`config.mk`:
```
export PLATFORM = sky130hd
export DESIGN_NAME = serial_audio_rx
export DESIGN_NICKNAME = d
export VERILOG_FILES = /design/src/rtl/sarx_pkg.sv /design/src/rtl/sarx_sync.sv /design/src/rtl/sarx_shift.sv /design/src/rtl/sarx_norm.sv /design/src/rtl/serial_audio_rx.sv
export SDC_FILE = /design/constraint.sdc
export NUM_CORES = 1
export LEC_CHECK = 0
export BUFFER_PORTS_ARGS = -buffer_cell sky130_fd_sc_hd__buf_4
export CORE_UTILIZATION = 60
export DETAILED_ROUTE_END_ITERATION = 12
export PLACE_DENSITY = 0.82
export REMOVE_ABC_BUFFERS = 1
export SLEW_MARGIN = 10
export SYNTH_ARGS = -nofsm -noshare
export SYNTH_HDL_FRONTEND = slang
export SYNTH_SLANG_ARGS = --single-unit
```
`constraint.sdc`:
```
create_clock -name clk -period 3.5 [get_ports clk]
set_input_delay 0.35 -clock clk [delete_from_list [all_inputs] [get_ports clk]]
set_output_delay 0.35 -clock clk [all_outputs]
set_load 0.02 [all_outputs]
```
`src/rtl/sarx_pkg.sv`:
```
package sarx_pkg;
  localparam int FRAME_W  = 32;
  localparam int SAMPLE_W = 24;

  typedef enum logic [1:0] {
    WL_32 = 2'b00,
    WL_16 = 2'b01,
    WL_24 = 2'b10,
    WL_20 = 2'b11
  } wlen_e;
endpackage

```
`src/rtl/sarx_sync.sv`:
```
module sarx_sync #(
  parameter int W      = 3,
  parameter int STAGES = 2
) (
  input  logic         clk,
  input  logic [W-1:0] d,
  output logic [W-1:0] q
);
  logic [W-1:0] chain [STAGES];

  always_ff @(posedge clk) chain[0] <= d;

  for (genvar i = 1; i < STAGES; i++) begin : g_stage
    always_ff @(posedge clk) chain[i] <= chain[i-1];
  end

  assign q = chain[STAGES-1];
endmodule

```
`src/rtl/sarx_shift.sv`:
```
module sarx_shift
  import sarx_pkg::*;
(
  input  logic               clk,
  input  logic               rst,
  input  logic               bck_s,
  input  logic               lr_s,
  input  logic               din_s,
  output logic [FRAME_W-1:0] word,
  output logic               word_lr,
  output logic               word_stb
);
  logic               bck_q, lr_q;
  logic [FRAME_W-1:0] sr;
  logic               bck_fall, lr_flip;

  assign bck_fall = bck_q & ~bck_s;
  assign lr_flip  = lr_q ^ lr_s;

  // edge-history flops follow the inputs even in reset, so no false edge at release
  always_ff @(posedge clk) begin
    bck_q <= bck_s;
    lr_q  <= lr_s;
  end

  always_ff @(posedge clk) begin
    if (rst) begin
      sr       <= '0;
      word     <= '0;
      word_lr  <= 1'b0;
      word_stb <= 1'b0;
    end else begin
      word_stb <= 1'b0;
      if (bck_fall) sr <= {sr[FRAME_W-2:0], din_s};
      if (lr_flip) begin
        word     <= sr;
        word_lr  <= lr_q;
        word_stb <= 1'b1;
      end
    end
  end

  // a captured word is never announced in two consecutive cycles
  p_stb_single_r1: assert property (@(posedge clk) disable iff (rst)
    word_stb |=> !word_stb);
endmodule

```
`src/rtl/sarx_norm.sv`:
```
module sarx_norm
  import sarx_pkg::*;
(
  input  wlen_e               wlen,
  input  logic [FRAME_W-1:0]  word,
  output logic [SAMPLE_W-1:0] sample
);
  localparam int PAD16 = SAMPLE_W - 16;
  localparam int PAD20 = SAMPLE_W - 20;

  always_comb begin
    unique case (wlen)
      WL_16:   sample = {word[15:0], {PAD16{1'b0}}};
      WL_20:   sample = {word[19:0], {PAD20{1'b0}}};
      WL_24:   sample = word[SAMPLE_W-1:0];
      default: sample = word[FRAME_W-1 -: SAMPLE_W];
    endcase
  end
endmodule

```
`src/rtl/serial_audio_rx.sv`:
```
module serial_audio_rx
  import sarx_pkg::*;
#(
  parameter int SYNC_STAGES = 2
) (
  input  logic                clk,
  input  logic                rst,
  input  logic                bit_clk,
  input  logic                word_sel,
  input  logic                ser_data,
  input  logic [1:0]          len_sel,
  input  logic                lr_polarity,
  output logic [SAMPLE_W-1:0] left_out,
  output logic [SAMPLE_W-1:0] right_out,
  output logic                pair_valid
);
  logic [2:0]          raw_in, syn_in;
  logic [FRAME_W-1:0]  word;
  logic                word_lr, word_stb;
  logic [SAMPLE_W-1:0] sample;
  logic                is_left, got_l, got_r, got_l_nx, got_r_nx, both;

  assign raw_in = {bit_clk, word_sel, ser_data};

  sarx_sync #(.W(3), .STAGES(SYNC_STAGES)) u_sync (
    .clk (clk),
    .d   (raw_in),
    .q   (syn_in)
  );

  sarx_shift u_shift (
    .clk      (clk),
    .rst      (rst),
    .bck_s    (syn_in[2]),
    .lr_s     (syn_in[1]),
    .din_s    (syn_in[0]),
    .word     (word),
    .word_lr  (word_lr),
    .word_stb (word_stb)
  );

  sarx_norm u_norm (
    .wlen   (wlen_e'(len_sel)),
    .word   (word),
    .sample (sample)
  );

  assign is_left  = (word_lr == lr_polarity);
  assign got_l_nx = got_l | (word_stb & is_left);
  assign got_r_nx = got_r | (word_stb & ~is_left);
  assign both     = got_l_nx & got_r_nx;

  always_ff @(posedge clk) begin
    if (rst) begin
      left_out   <= '0;
      right_out  <= '0;
      got_l      <= 1'b0;
      got_r      <= 1'b0;
      pair_valid <= 1'b0;
    end else begin
      if (word_stb && is_left)  left_out  <= sample;
      if (word_stb && !is_left) right_out <= sample;
      got_l      <= both ? 1'b0 : got_l_nx;
      got_r      <= both ? 1'b0 : got_r_nx;
      pair_valid <= both;
    end
  end

  // strobe lasts one cycle
  p_single_pulse_r8: assert property (@(posedge clk) disable iff (rst)
    pair_valid |=> !pair_valid);
  // strobe only follows a word capture
  p_pair_after_capture_r8: assert property (@(posedge clk) disable iff (rst)
    pair_valid |-> $past(word_stb));
  // left sample holds without a left capture
  p_hold_left_r10: assert property (@(posedge clk) disable iff (rst)
    !(word_stb && is_left) |=> $stable(left_out));
  // right sample holds without a right capture
  p_hold_right_r10: assert property (@(posedge clk) disable iff (rst)
    !(word_stb && !is_left) |=> $stable(right_out));
  // cleared state right after reset
  p_reset_clear_r9: assert property (@(posedge clk)
    $past(rst) |-> (!pair_valid && left_out == '0 && right_out == '0));
endmodule

```
Yosys cells after proc, flatten, opt, wreduce, memory -nomap -nowiden
Memories as Yosys holds them, arrays and structs flattened.
Cells that the tools add are included.
Storage, ports and cells
  latch bits: 0
  memory bits (read-only): 0
  bits of input ports: 8
  output and inout bits: 49
  RAM bits: 6
  register bits: 119
  memories: 1
  logic and storage cells: 31
Memory list
  u_sync.chain: words 2, width 3, read ports 2, clocked after memory_dff 0, wr ports 2, line sarx_sync.sv:9  | logic [W-1:0] chain [STAGES];
Cells by class
  shift operators: 0
  add/subtract/negate cells: 0
  multiplexer cells: 2
  divide/modulo/power cells: 0
  equality and inequality tests: 4
  reductions and logical operators: 4
  $mul: 0
  bitwise logic cells: 9
  order comparisons: 0
Operator list (number)
  24-bit one-hot mux with 3 select lines: 1
  1-bit AND: 4
  2-bit == test (second input constant): 2
  2-bit by 1-bit == test with 1-bit output (second input constant): 1
  1-bit logical AND: 2
  1-bit NOT: 2
  1-bit OR: 2
  2-bit OR reduction: 1
  1-bit == test: 1
  1-bit zero test: 1
  1-bit 2-to-1 mux: 1
  1-bit XOR: 1

Logic depth before layout (Yosys ltp)
  word-level depth: 6
  depth in mapped cells: 6

By module
A second synthesis with hierarchy kept.
Second synthesis, totals
  cells, all modules: 539
  area, all modules: 5283.8 sq um
Modules (own cells, without submodules)
  sarx_shift: area each 2447.3 sq um, cells an instance 289, instances 1
  serial_audio_rx: area each 2130.8 sq um, cells an instance 199, instances 1
  sarx_norm: area each 563.0 sq um, cells an instance 42, instances 1
  sarx_sync: area each 142.6 sq um, cells an instance 9, instances 1

Worst setup path after synthesis
Ideal clock, no wire load.
  kind: in2reg
  start: input port len_sel[1]
  end: register left_out[14]
  slack: 2.095 ns
  stages on the path: 5
  library setup time: 0.146 ns
  required time: 3.354 ns
  data arrival time: 1.258 ns
  cell sequence: buf_6 buf_12 mux4_2 inv_2 a211oi_2
Between the ends
  word-level cells in the longest chain between the ends: 2
  elaborated cells between the ends (all ways): 4
RTL lines
  start, declared: line serial_audio_rx.sv:11  | input logic [1:0] len_sel,
  2-bit == test / 2-bit by 1-bit == test with 1-bit output (equally long branches): line sarx_norm.sv:12  | unique case (wlen)
  24-bit one-hot mux with 3 select lines (*): line sarx_norm.sv:12
  end signal, assigned: line serial_audio_rx.sv:61  | if (word_stb && is_left) left_out <= sample;
  end, declared: line serial_audio_rx.sv:13  | output logic [SAMPLE_W-1:0] left_out,
Mark *: on every way between the ends. The rest lies on a longest branch, timed or not.
A chain may end at the register's enable or synchronous reset.

Final worst setup path
  start: register u_shift.word_lr
  end: register left_out[12]
Between the ends
  word-level cells in the longest chain between the ends: 2
RTL lines
  start, declared: line sarx_shift.sv:10  | output logic word_lr,
  start signal, assigned: line sarx_shift.sv:37  | word_lr <= lr_q;
  1-bit == test: line serial_audio_rx.sv:48  | assign is_left = (word_lr == lr_polarity);
  1-bit logical AND: line serial_audio_rx.sv:61
Every way passes these cells.

==> results.ini <==
[clock_network]
cts_buffers=17
clock_latency_ns=0.51
cts_buffer_depth=2
cts_tree=yes
h-tree-depth=4
cts_resized=0
clk_pin_slew_ns=0.06
root_buffer=clkbuf_8
cts_num_sinks=125

[setup_path]
path_max_fanout=30
slowest_stage=nor2_2
r2r_cells=4
timing.rr.end=left_out[12]
critPathLaunchType=register
cpPeakStageDelay_ns=0.91
endpoint_kind=register
reg2reg_slack_ns=1.35
cp.required_ns=3.81
startpoint=u_shift.word_lr
cp.arrival_ns=2.46
r2r_start=u_shift.word_lr
worstPathCellList=xor2_2 -> buf_4 -> nor2_2 -> a211oi_1
critPathKind=reg -> reg

[timing]
fin_skew_ns=0.005070
tightest_slew_ns=1.215
setup_slack_ns=1.353
min_period_ns=2.147
rsz0062_at_grt=false
finalHoldViolCount=0
finalSetupViolations=0
slew_headroom_pct=18.63
fin_crit_sh_pct=61.35
fmax_ghz=0.4657
slew_violations=0
setup_tns_ns=0

[power_and_ir_drop]
cellLeakagePower_nw=2.103
p_per_area_nw_per_um2=601.1
ir_drop_v=0.0003339
finalPower_mw=3.641

[final_layout]
area_growth_pct=20.63
stdcell_count=689
nFillCells=550
fin_util_pct=74.09
layout-drive-gt1-share_pct=27.91
antenna_cells=0
num-nets-final=579
multi_input_area_sq_um=2221
final-seq-area_sq_um=2502

[detailed_routing]
drt_iter0_drc=247
ant_nets=0
viasPerCell=5.904
wl_per_cell_um=16.81
drtPass1Iterations=4
drc=0
wl_um=11590
via_count=4068

[placed_design]
dp_cells=654
routabilityCongestion=0.8382
hpwl_um=6992
pre_cts_ws_ns=1.386
io_buffers=56

[worst_hold_path]
holdPathStages=0
min_from=u_sync.chain[0][0]
min_path_type=reg -> reg
worstHoldEndpoint=u_sync.chain[0][3]

[floorplanning]
die_w_um=93.48
rows=33
num_io_pins=57
core_sq_um=8175
start_util_pct=61.42
die_h_um=93.48
dieArea_sq_um=8739

[yosys]
netlist_area_sq_um=5021
syn_inst=533
syn_area_per_cell_sq_um=9.420
async_reset_ff_share_pct=0
synth_seq_cells=125
yosys_most_used_dff=dfxtp_1
ys_seq_area_share_pct=49.84
yosys_warnings=0
synthDistinctLibCells=27
synth_edf_count=0

[global_route]
grt_pass1_wl_um=18950
grt_pass1_vias=3870
overflow=0
antenna_found_initial=0
grtUsageTotal_pct=28.06
grt_start_max_net_pins=62

[job]
maxCapViolCount=0

[outcome]
status=finished, final reports clean

-- Yosys cell counts, types with 3 or more instances --
| master | number | area, sq um |
|---|---|---|
| buf_4 | 4 | 30.03 |
| clkbuf_1 | 23 | 86.33 |
| o21ai_0 | 9 | 45.04 |
| nand4b_1 | 8 | 70.07 |
| mux2_1 | 4 | 45.04 |
| nor2_1 | 3 | 11.26 |
| dfxtp_1 | 125 | 2502 |
| a21oi_1 | 115 | 575.6 |
| a211oi_2 | 28 | 350.3 |
| nand2_1 | 129 | 484.2 |
| buf_2 | 14 | 70.07 |
| a22oi_1 | 4 | 30.03 |
| mux4_2 | 16 | 360.4 |
| inv_1 | 5 | 18.77 |
| inv_2 | 13 | 48.80 |
| buf_6 | 3 | 33.78 |
| a211oi_1 | 12 | 90.09 |
| mux2_2 | 4 | 45.04 |
-- per-layer routing --
metal | global-route usage (%) | vias to the layer above | wire length, um
li1 | - | 1925 | -
met1 | 35.80 | 1984 | 4984
met2 | 46.45 | 144 | 5886
met3 | 6.748 | 15 | 580
met4 | 9.744 | 0 | 133
met5 | 0 | - | 0
-- state kept, by name, indices dropped and copies added, names as in the netlist --
register          flops
got_r                 1
got_l                 1
left_out             24
pair_valid            1
u_shift.word_stb      1
u_shift.lr_q          1
u_shift.bck_q         1
u_shift.word_lr       1
right_out            24
u_shift.sr           32
u_shift.word         32
u_sync.chain          6
-- power breakdown --
part	switching [mW]	internal, mW	total, mW
clock	0.609	1.21	1.82
combinational	0.215	0.112	0.327
sequential	0.0270	1.47	1.49
total	0.851	2.79	3.64
-- critical path, delay by kind of cell, from the launching register on --
| kind | cells | cell delay (ns) |
|---|---|---|
| buffers and inverters | 1 | 0.24 |
| XOR/XNOR | 1 | 0.18 |
| AND/OR/NAND/NOR | 1 | 0.91 |
| flip-flops | 1 | 0.36 |
| AO/OA/AOI/OAI | 1 | 0.24 |
-- logic make-up (layout without fill, tap and decap cells) --
| logic type | Yosys count | in the layout | share of synthesized area [%] |
|---|---|---|---|
| AO/OA/AOI/OAI | 168 | 168 | 21.73 |
| XOR/XNOR | 4 | 4 | 0.6979 |
| buffers and inverters | 66 | 117 | 6.678 |
| flip-flops | 125 | 125 | 49.84 |
| multiplexers | 24 | 24 | 8.971 |
| AND/OR/NAND/NOR | 146 | 146 | 12.09 |
-- metrics by stage --
stage	hold WS [ns]	instance area, sq um
2_1_floorplan	0.3096	4753
3_3_place_gp	0.3096	5403
3_5_place_dp	0.3146	5403
4_1_cts	0.3281	6057
5_1_grt	0.3366	6057
6_report	0.3257	6057
-- cells in the final DEF (no fill, tap or decap), drive strengths merged --
cell / instances
clkbuf: 22
a22oi: 4
bufinv: 4
nand2: 129
clkinvlp: 3
a211oi: 40
mux4: 16
o21ai: 9
a21oi: 115
nor3: 1
nor2b: 1
nand4b: 8
nand2b: 1
dfxtp: 125
mux2: 8
buf: 64
nor2: 4
xnor2: 2
clkinv: 3
dlygate4sd3: 3
inv: 18
xor2: 2
nor4: 2
-- timing repair --
item / CTS / global route
setup buffers: 0 / 0
hold buffers: 3 / 0
endpoints found under the hold margin: 3 / 0
-- how the worst max path moves through the flow --
stage	to	slack (ns)	depth (start not counted)
final	left_out[12]	1.35	4
after global routing	left_out[12]	1.27	4
after CTS	left_out[12]	1.41	4
after detailed placement	left_out[8]	1.39	5
after global placement	left_out[22]	1.43	5
after floorplan	right_out[4]	0.81	3
-- final cells by class --
cell class	instances	area share (%)
clock inverter	10	2.665
multi-input combinational	342	36.67
inverter	18	1.115
tap	105	2.169
timing repair buffer	67	8.428
sequential	125	41.31
clock buffer	22	7.643
Power figures use the tool's default switching activity.
